### src/rtl/bitperm_pkg.sv
package bitperm_pkg;
    typedef enum logic [1:0] {
        OP_GREV   = 2'd0,
        OP_GORC   = 2'd1,
        OP_SHFL   = 2'd2,
        OP_UNSHFL = 2'd3
    } perm_op_e;
endpackage

### src/rtl/bitperm_swap_stage.sv
// One butterfly stage of the reverse / OR-combine chain: swaps fields of
// size 2**K, optionally OR-ing the swapped value into the input.
module bitperm_swap_stage #(
    parameter int W = 64,
    parameter int K = 0
) (
    input  logic [W-1:0] x_i,
    input  logic         en_i,
    input  logic         or_mode_i,
    output logic [W-1:0] y_o
);
    localparam int S = 1 << K;

    function automatic logic [W-1:0] low_field_mask();
        logic [W-1:0] m;
        for (int i = 0; i < W; i++) m[i] = (((i >> K) & 1) == 0);
        return m;
    endfunction

    localparam logic [W-1:0] LO = low_field_mask();

    logic [W-1:0] swapped;

    always_comb begin
        swapped = ((x_i & LO) << S) | ((x_i & ~LO) >> S);
        if (!en_i)          y_o = x_i;
        else if (or_mode_i) y_o = x_i | swapped;
        else                y_o = swapped;
    end
endmodule

### src/rtl/bitperm_shuf_stage.sv
// Position P of the shuffle chain. Forward order uses stage SH-1-P,
// reverse order uses stage P; both candidate stages are wired here.
module bitperm_shuf_stage #(
    parameter int W  = 64,
    parameter int SH = 5,
    parameter int P  = 0
) (
    input  logic [W-1:0]  x_i,
    input  logic [SH-1:0] amt_i,
    input  logic          reverse_i,
    output logic [W-1:0]  y_o
);
    localparam int JF = SH - 1 - P;
    localparam int JR = P;

    function automatic logic [W-1:0] shuf_mask(input int j, input bit left);
        logic [W-1:0] m;
        for (int i = 0; i < W; i++) begin
            if (left) m[i] = (((i >> (j + 1)) & 1) == 1) && (((i >> j) & 1) == 0);
            else      m[i] = (((i >> (j + 1)) & 1) == 0) && (((i >> j) & 1) == 1);
        end
        return m;
    endfunction

    localparam logic [W-1:0] LF = shuf_mask(JF, 1'b1);
    localparam logic [W-1:0] RF = shuf_mask(JF, 1'b0);
    localparam logic [W-1:0] LR = shuf_mask(JR, 1'b1);
    localparam logic [W-1:0] RR = shuf_mask(JR, 1'b0);

    logic [W-1:0] fwd_v;
    logic [W-1:0] rev_v;

    always_comb begin
        fwd_v = (x_i & ~(LF | RF)) | ((x_i << (1 << JF)) & LF) | ((x_i >> (1 << JF)) & RF);
        rev_v = (x_i & ~(LR | RR)) | ((x_i << (1 << JR)) & LR) | ((x_i >> (1 << JR)) & RR);
        if (reverse_i) y_o = amt_i[JR] ? rev_v : x_i;
        else           y_o = amt_i[JF] ? fwd_v : x_i;
    end
endmodule

### src/rtl/bitperm_unit.sv
module bitperm_unit #(
    parameter int XLEN = 64
) (
    input  logic            clk,
    input  logic            rst_n,
    input  logic            in_valid,
    input  logic [1:0]      in_op,
    input  logic            in_word,
    input  logic [XLEN-1:0] in_data,
    input  logic [XLEN-1:0] in_ctrl,
    output logic            out_valid,
    output logic [XLEN-1:0] out_result
);
    import bitperm_pkg::*;

    localparam int LG   = $clog2(XLEN);
    localparam int SH   = LG - 1;
    localparam int HALF = XLEN / 2;

    typedef struct packed {
        logic            vld;
        logic [XLEN-1:0] res;
    } state_t;

    state_t state_d, state_q;

    perm_op_e        op_sel;
    logic [XLEN-1:0] src;
    logic [LG-1:0]   amt_g;
    logic [SH-1:0]   amt_s;
    logic            or_mode;
    logic            reverse;

    logic [XLEN-1:0] g_x [LG+1];
    logic [XLEN-1:0] s_x [SH+1];

    always_comb begin
        op_sel  = perm_op_e'(in_op);
        src     = in_word ? {{HALF{1'b0}}, in_data[HALF-1:0]} : in_data;
        amt_g   = in_ctrl[LG-1:0];
        amt_s   = in_ctrl[SH-1:0];
        if (in_word) begin
            amt_g[LG-1] = 1'b0;
            amt_s[SH-1] = 1'b0;
        end
        or_mode = (op_sel == OP_GORC);
        reverse = (op_sel == OP_UNSHFL);
    end

    assign g_x[0] = src;
    assign s_x[0] = src;

    for (genvar k = 0; k < LG; k++) begin : g_swap
        bitperm_swap_stage #(.W(XLEN), .K(k)) u_stage (
            .x_i       (g_x[k]),
            .en_i      (amt_g[k]),
            .or_mode_i (or_mode),
            .y_o       (g_x[k+1])
        );
    end

    for (genvar p = 0; p < SH; p++) begin : g_shuf
        bitperm_shuf_stage #(.W(XLEN), .SH(SH), .P(p)) u_stage (
            .x_i       (s_x[p]),
            .amt_i     (amt_s),
            .reverse_i (reverse),
            .y_o       (s_x[p+1])
        );
    end

    always_comb begin
        state_d     = state_q;
        state_d.vld = in_valid;
        if (in_valid) begin
            state_d.res = (op_sel == OP_GREV || op_sel == OP_GORC) ? g_x[LG] : s_x[SH];
        end
    end

    always_ff @(posedge clk or negedge rst_n) begin
        if (!rst_n) state_q <= '0;
        else        state_q <= state_d;
    end

    assign out_valid  = state_q.vld;
    assign out_result = state_q.res;

    // every request yields a strobe in the next cycle
    a_r2_valid_next: assert property (@(posedge clk) disable iff (!rst_n)
        in_valid |=> out_valid);

    // idle cycles hold the result
    a_r2_hold_result: assert property (@(posedge clk) disable iff (!rst_n)
        !in_valid |=> $stable(out_result));

    // word results have a clear upper half
    a_r7_word_upper_zero: assert property (@(posedge clk) disable iff (!rst_n)
        in_valid && in_word |=> out_result[XLEN-1:HALF] == '0);

    // zero amount passes the source through
    a_r9_zero_amount: assert property (@(posedge clk) disable iff (!rst_n)
        in_valid && in_ctrl[LG-1:0] == '0 && !in_word |=> out_result == $past(in_data));

    // OR-combine never clears a source bit
    a_r4_gorc_keeps_bits: assert property (@(posedge clk) disable iff (!rst_n)
        in_valid && in_op == 2'd1 && !in_word |=> (out_result & $past(in_data)) == $past(in_data));

    // permutations keep the population count
    a_r10_popcount: assert property (@(posedge clk) disable iff (!rst_n)
        in_valid && in_op != 2'd1 && !in_word |=> $countones(out_result) == $countones($past(in_data)));
endmodule

### config.mk
export PLATFORM = sky130hd
export DESIGN_NAME = bitperm_unit
export DESIGN_NICKNAME = d
export VERILOG_FILES = /design/src/rtl/bitperm_pkg.sv /design/src/rtl/bitperm_swap_stage.sv /design/src/rtl/bitperm_shuf_stage.sv /design/src/rtl/bitperm_unit.sv
export SDC_FILE = /design/constraint.sdc
export NUM_CORES = 1
export LEC_CHECK = 0
export CAP_MARGIN = 10
export CORE_AREA = 2 2 123 185
export DETAILED_ROUTE_END_ITERATION = 7
export DIE_AREA = 0 0 125 187
export PLACE_DENSITY = 0.94
export REMOVE_ABC_BUFFERS = 1
export SLEW_MARGIN = 20
export SYNTH_ARGS = -nofsm -noshare
export SYNTH_HDL_FRONTEND = slang
export SYNTH_SLANG_ARGS = --single-unit
### constraint.sdc
create_clock -name clk -period 2.7 [get_ports clk]
set_clock_uncertainty 0.1 [all_clocks]
set_input_delay 0.27 -clock clk [delete_from_list [all_inputs] [get_ports clk]]
set_output_delay 0.27 -clock clk [all_outputs]
set_load 0.02 [all_outputs]
==> impl_metrics.prom, run 1 <==
# TYPE chip_impl_metric gauge
chip_impl_info{name="outcome",value="aborted with a tool error"} 1
chip_impl_info{name="failed_stage",value="5_1_grt"} 1
chip_impl_info{name="first-error",value="[ERROR GRT-0116] Global routing finished with congestion. Check the congestion regions in the DRC Viewer."} 1
chip_impl_metric{name="synthSimpleGateAreaFrac",unit="%"} 21.2
chip_impl_metric{name="grtUsageTotal",unit="%"} 102
chip_impl_metric{name="yosysWarnings",unit=""} 0
chip_impl_metric{name="syn-mean-instance-area",unit="um2"} 6.68
chip_impl_metric{name="seq_area_frac_synth",unit="%"} 12.7
chip_impl_info{name="synth_top_cells_by_area",value="dfrtp_1 (13%), a21oi_1 (7.3%), o21ai_0 (6.6%)"} 1
chip_impl_metric{name="fp.dieH",unit="um"} 187
chip_impl_metric{name="placedCellCount",unit=""} 2716
chip_impl_metric{name="dp_hpwl",unit="um"} 69000
chip_impl_metric{name="number_of_enable_flip_flop_cells_after_synthesis",unit=""} 0
chip_impl_info{name="yosys.area.top_type",value="dfrtp_1"} 1
chip_impl_metric{name="synthesis.area",unit="um2"} 12800
chip_impl_metric{name="num_rows",unit=""} 67
chip_impl_metric{name="synth_cell_type_count",unit=""} 84
chip_impl_metric{name="initial_utilization",unit="%"} 58.4
chip_impl_metric{name="yosys.area_share.adder",unit="%"} 0
chip_impl_info{name="postSynth.topFlopCell",value="dfrtp_1"} 1
chip_impl_metric{name="cts_buffer_depth",unit=""} 2
chip_impl_metric{name="placement.io_buffers",unit=""} 140
chip_impl_info{name="synth_most_common_cell",value="nand2_1"} 1
chip_impl_metric{name="grt_start_max_net_pins",unit=""} 45
chip_impl_metric{name="synthArstFlopShare",unit="%"} 100
chip_impl_metric{name="synth-seq-cells",unit=""} 65
chip_impl_metric{name="boundaryPins",unit=""} 199
chip_impl_metric{name="synth_top_cell_area_share",unit="%"} 12.7
chip_impl_metric{name="syn_inst",unit=""} 1919
chip_impl_metric{name="pre_cts_slack",unit="ns"} -0.743
chip_impl_metric{name="synth_xor_area_share",unit="%"} 0
chip_impl_metric{name="tritoncts_num_sinks",unit=""} 65
chip_impl_metric{name="first_global_vias",unit=""} 28400
chip_impl_metric{name="gp_congestion",unit=""} 1.45
chip_impl_info{name="cts_root_buf",value="clkbuf_16"} 1
chip_impl_info{name="synth_top_family_by_area",value="compound AO/OA/AOI/OAI gates"} 1
chip_impl_metric{name="grt_first_pass_wirelength",unit="um"} 186000
chip_impl_metric{name="synth_mux_area_share",unit="%"} 8.69
chip_impl_metric{name="tritoncts.num_buffers",unit=""} 9
chip_impl_metric{name="synth-compound-area-share",unit="%"} 49.6
chip_impl_metric{name="cts-htree-levels",unit=""} 3
chip_impl_metric{name="floorplan.die.width",unit="um"} 125
chip_impl_metric{name="gr-total-overflow",unit=""} 1983
chip_impl_info{name="synth_top_cells_by_count",value="nand2_1 (195), a21oi_1 (188), nor2_1 (185)"} 1
==> stage by stage <==
step	hold WS, ns	instance area [um2]
2_1_floorplan	-0.126	11900
3_3_place_gp	0.189	18300
3_5_place_dp	0.191	18300
4_1_cts	0.122	19000
==> routing by layer <==
layer  GRT overflow  global-route usage (%)
met3             65                    87.0
met4            462                     109
met5             16                    73.5
met2           1362                     125
met1             78                    91.3
==> repair_timing <==
action                                 CTS
cloned                                   0
pin swaps                                7
gates resized for setup                 86
setup buffers                            4
hold buffers                             1
setup endpoints to repair               57
endpoints found under the hold margin   21
==> kinds of logic after synthesis <==
family,after synthesis
and+or+nand+nor,594
AOI/OAI and AO/OA,929
DFF,65
buffers and inverters,226
muxes,105
==> run 2: changes to the inputs <==
CORE_AREA = 2 2 183 185   (was 2 2 123 185)
DIE_AREA = 0 0 185 187   (was 0 0 125 187)
PLACE_DENSITY = default   (was 0.94)
PLACE_DENSITY_LB_ADDON = 0.15   (was default)
==> run 2 against run 1 <==
The flow now finishes, with violations (DRC, setup timing). Synthesized cell count stayed put. Synthesized area did not move.
==> impl_metrics.prom, run 2 <==
# TYPE chip_impl_metric gauge
chip_impl_metric{name="detailed_place.area",unit="um2"} 19500
chip_impl_metric{name="data_required_critical_path",unit="ns"} 2.90
chip_impl_metric{name="fp.dieH",unit="um"} 187
chip_impl_metric{name="fin_ws",unit="ns"} -0.0719
chip_impl_metric{name="number_of_enable_flip_flop_cells_after_synthesis",unit=""} 0
chip_impl_metric{name="timing.final.max_slew_violations",unit=""} 0
chip_impl_metric{name="setup_viol",unit=""} 5
chip_impl_metric{name="post_detailed_routing_wire_length",unit="um"} 93700
chip_impl_metric{name="worstPathArrival",unit="ns"} 2.97
chip_impl_info{name="most-common-layout-cells",value="buf_4 (709), nand2_1 (195), nor2_1 (180), a21oi_1 (172), o21ai_0 (157)"} 1
chip_impl_info{name="hold_path_class",value="input pin to flip-flop"} 1
chip_impl_metric{name="worst_relative_slew_slack",unit="%"} 33.0
chip_impl_metric{name="boundaryPins",unit=""} 199
chip_impl_metric{name="num-nets-final",unit=""} 2736
chip_impl_metric{name="final.period_utilization",unit="%"} 103
chip_impl_metric{name="period_minus_slack",unit="ns"} 2.77
chip_impl_metric{name="floorplan.die.width",unit="um"} 185
chip_impl_metric{name="syn-mean-instance-area",unit="um2"} 6.68
chip_impl_metric{name="cts_buffer_depth",unit=""} 2
chip_impl_info{name="critical_path.cell_chain",value="clkdlybuf4s50_1 > buf_4 > mux2i_1 > a21oi_1 > nor2_2 > o22ai_1 > nor2_1 > buf_4 > o221ai_1 > buf_4 > o21a_1"} 1
chip_impl_metric{name="tritoncts_num_sinks",unit=""} 65
chip_impl_metric{name="grt_start_max_net_pins",unit=""} 66
chip_impl_info{name="layout.cells.most_common",value="buf_4"} 1
chip_impl_metric{name="share_of_post_route_cells_with_drive_strength_above_1",unit="%"} 35.3
chip_impl_metric{name="max-vdd-ir-drop",unit="mV"} 0.303
chip_impl_info{name="postSynth.topFlopCell",value="dfrtp_1"} 1
chip_impl_metric{name="cts-htree-levels",unit=""} 3
chip_impl_metric{name="crit_path_max_fanout",unit=""} 4
chip_impl_metric{name="syn_inst",unit=""} 1919
chip_impl_metric{name="grtUsageTotal",unit="%"} 52.9
chip_impl_info{name="cts_root_buf",value="clkbuf_16"} 1
chip_impl_metric{name="critical_path.max_stage_delay",unit="ns"} 0.65
chip_impl_metric{name="remaining_drc_errors",unit=""} 1
chip_impl_metric{name="routed_wire_length_per_instance",unit="um"} 30.7
chip_impl_metric{name="drt_pass1_iterations",unit=""} 8
chip_impl_metric{name="fill_cells",unit=""} 3107
chip_impl_metric{name="max_slew.worst_pin.slew",unit="ns"} 1.00
chip_impl_info{name="type_of_origin_of_the_critical_path",value="input pin"} 1
chip_impl_metric{name="placement.io_buffers",unit=""} 140
chip_impl_metric{name="tritoncts.num_buffers",unit=""} 9
chip_impl_metric{name="post_drt_via_cell_ratio",unit=""} 6.94
chip_impl_metric{name="synth_top_cell_area_share",unit="%"} 12.7
chip_impl_metric{name="diodes",unit=""} 0
chip_impl_metric{name="gp_congestion",unit=""} 1.15
chip_impl_metric{name="final-hold-violation-count",unit=""} 0
chip_impl_info{name="worst_path_most_repeated_cell",value="buf_4"} 1
chip_impl_metric{name="synthesis.area",unit="um2"} 12800
chip_impl_info{name="failed_checks",value="DRC, setup timing"} 1
chip_impl_metric{name="drt_first_iter_violations",unit=""} 3271
chip_impl_metric{name="final_area",unit="um2"} 20500
chip_impl_info{name="synth_top_cells_by_area",value="dfrtp_1 (13%), a21oi_1 (7.3%), o21ai_0 (6.6%)"} 1
chip_impl_metric{name="coreArea",unit="um2"} 32900
chip_impl_metric{name="flow.area_growth_from_synthesis",unit="%"} 59.5
chip_impl_metric{name="count_of_buffering_cells_on_the_critical_path_with_inverters_included",unit=""} 4
chip_impl_metric{name="design.die.area",unit="um2"} 34600
chip_impl_metric{name="synthArstFlopShare",unit="%"} 100
chip_impl_metric{name="number_of_antenna_violations_at_the_first_check_in_global_routing",unit=""} 1
chip_impl_metric{name="largest_register_ffs",unit=""} 64
chip_impl_info{name="timing_worst_setup_path_type",value="input pin to flip-flop"} 1
chip_impl_metric{name="seq_area_frac_synth",unit="%"} 12.7
chip_impl_info{name="critical_path.slowest_cell",value="a21oi_1"} 1
chip_impl_info{name="critPathTopFamily",value="compound AO/OA/AOI/OAI gates"} 1
chip_impl_metric{name="pre_cts_slack",unit="ns"} -0.869
chip_impl_metric{name="grt_first_pass_wirelength",unit="um"} 134000
chip_impl_metric{name="num_rows",unit=""} 67
chip_impl_metric{name="dp_hpwl",unit="um"} 74800
chip_impl_metric{name="fmaxAchievable",unit="GHz"} 0.361
chip_impl_metric{name="routed-via-count",unit=""} 21200
chip_impl_metric{name="total_negative_setup_slacks",unit="ns"} -0.120
chip_impl_metric{name="cap_violations",unit=""} 0
chip_impl_metric{name="detail-route-antenna-nets",unit=""} 0
chip_impl_metric{name="clk-insertion-delay-late",unit="ns"} 0.35
chip_impl_info{name="synth_most_common_cell",value="nand2_1"} 1
chip_impl_info{name="synth_top_cells_by_count",value="nand2_1 (195), a21oi_1 (188), nor2_1 (185)"} 1
chip_impl_metric{name="final_util",unit="%"} 62.2
chip_impl_info{name="outcome",value="complete, but fails checks"} 1
chip_impl_metric{name="report.power.total",unit="uW"} 7950
chip_impl_metric{name="initial_utilization",unit="%"} 39.0
chip_impl_metric{name="leakagePower",unit="uW"} 0.00881
chip_impl_info{name="timing.critical_path.to_type",value="flip-flop"} 1
chip_impl_metric{name="first_global_vias",unit=""} 20000
chip_impl_metric{name="synth-seq-cells",unit=""} 65
chip_impl_metric{name="clk_pin_slew",unit="ns"} 0.07
chip_impl_info{name="cts_tree",value="done"} 1
chip_impl_info{name="yosys.area.top_type",value="dfrtp_1"} 1
chip_impl_metric{name="synth_cell_type_count",unit=""} 84
chip_impl_metric{name="power_per_cell_area",unit="nW/um2"} 389
chip_impl_metric{name="gr-total-overflow",unit=""} 0
chip_impl_metric{name="yosysWarnings",unit=""} 0
run 2: cell counts after synthesis:
No cell type changed its count.
run 2: where the power goes:
group | leakage [uW] | switching (uW) | internal [uW]
registers | 0.000751 | 140 | 1140
clock network | 0.000149 | 541 | 814
logic | 0.00791 | 3030 | 2280
run 2: per-layer routing:
| layer | wire (um) | global-route usage [%] | vias up |
|---|---|---|---|
| li1 | - | - | 8877 |
| met3 | 13000 | 16.9 | 530 |
| met4 | 10100 | 42.1 | 0 |
| met5 | 0 | 0 | - |
| met2 | 37500 | 76.3 | 1932 |
| met1 | 33100 | 64.4 | 9857 |
run 2: tightest hold or removal path: cells and delay by family:
family | cells | cell delay (ns)
AOI/OAI and AO/OA | 2 | 0.26
buffers and inverters | 1 | 0.20
run 2: final timing paths:
check | startpoint | end | slack, ns | cells after the start
min in group asynchronous | rst_n | out_result[52] | 0.45 | 2
hold reg to reg | out_result[26] | out_result[26] | 0.40 | 2
hold / removal | in_valid | out_result[61] | 0.33 | 3
max in group asynchronous | rst_n | out_result[55] | 1.33 | 2
setup reg to reg | out_result[14] | out_result[14] | 0.98 | 7
setup / recovery | in_data[40] | out_result[51] | -0.07 | 11
run 2: repair_timing:
item,4_1_cts,5_1_grt
pin swaps,4,17
buffers inserted,3,10
resized for setup,26,105
endpoints found under the hold margin,2,0
endpoints found under the setup margin,33,58
hold buffers,1,0
run 2: through the flow:
step | cells | hold WS [ns]
after detailed placement | 3026 | 0.359
after global routing | 3055 | 0.353
after floorplan | 1719 | -0.126
after CTS | 3046 | 0.315
after global placement | 3026 | 0.341
final | 3055 | 0.328
run 2: cells by family (layout without fill, tap and decap cells):
kind of cell / Yosys count / in the layout / synth area share [%]
and+or+nand+nor: 594 / 594 / 21.2
buffers and inverters: 226 / 914 / 7.91
muxes: 105 / 105 / 8.69
AOI/OAI and AO/OA: 929 / 929 / 49.6
DFF: 65 / 65 / 12.7
run 2: layout make-up:
| class | count | area, um2 | share of cell area (%) |
|---|---|---|---|
| flip-flops and latches | 65 | 1630 | 7.95 |
| multi-input cells | 1628 | 10700 | 52.1 |
| clock inverters | 6 | 92.6 | 0.453 |
| repair buffers | 872 | 7190 | 35.1 |
| inverters | 26 | 97.6 | 0.477 |
| clock buffers | 10 | 229 | 1.12 |
| well taps | 448 | 561 | 2.74 |
Note: power is estimated with default switching activity, not from simulation.
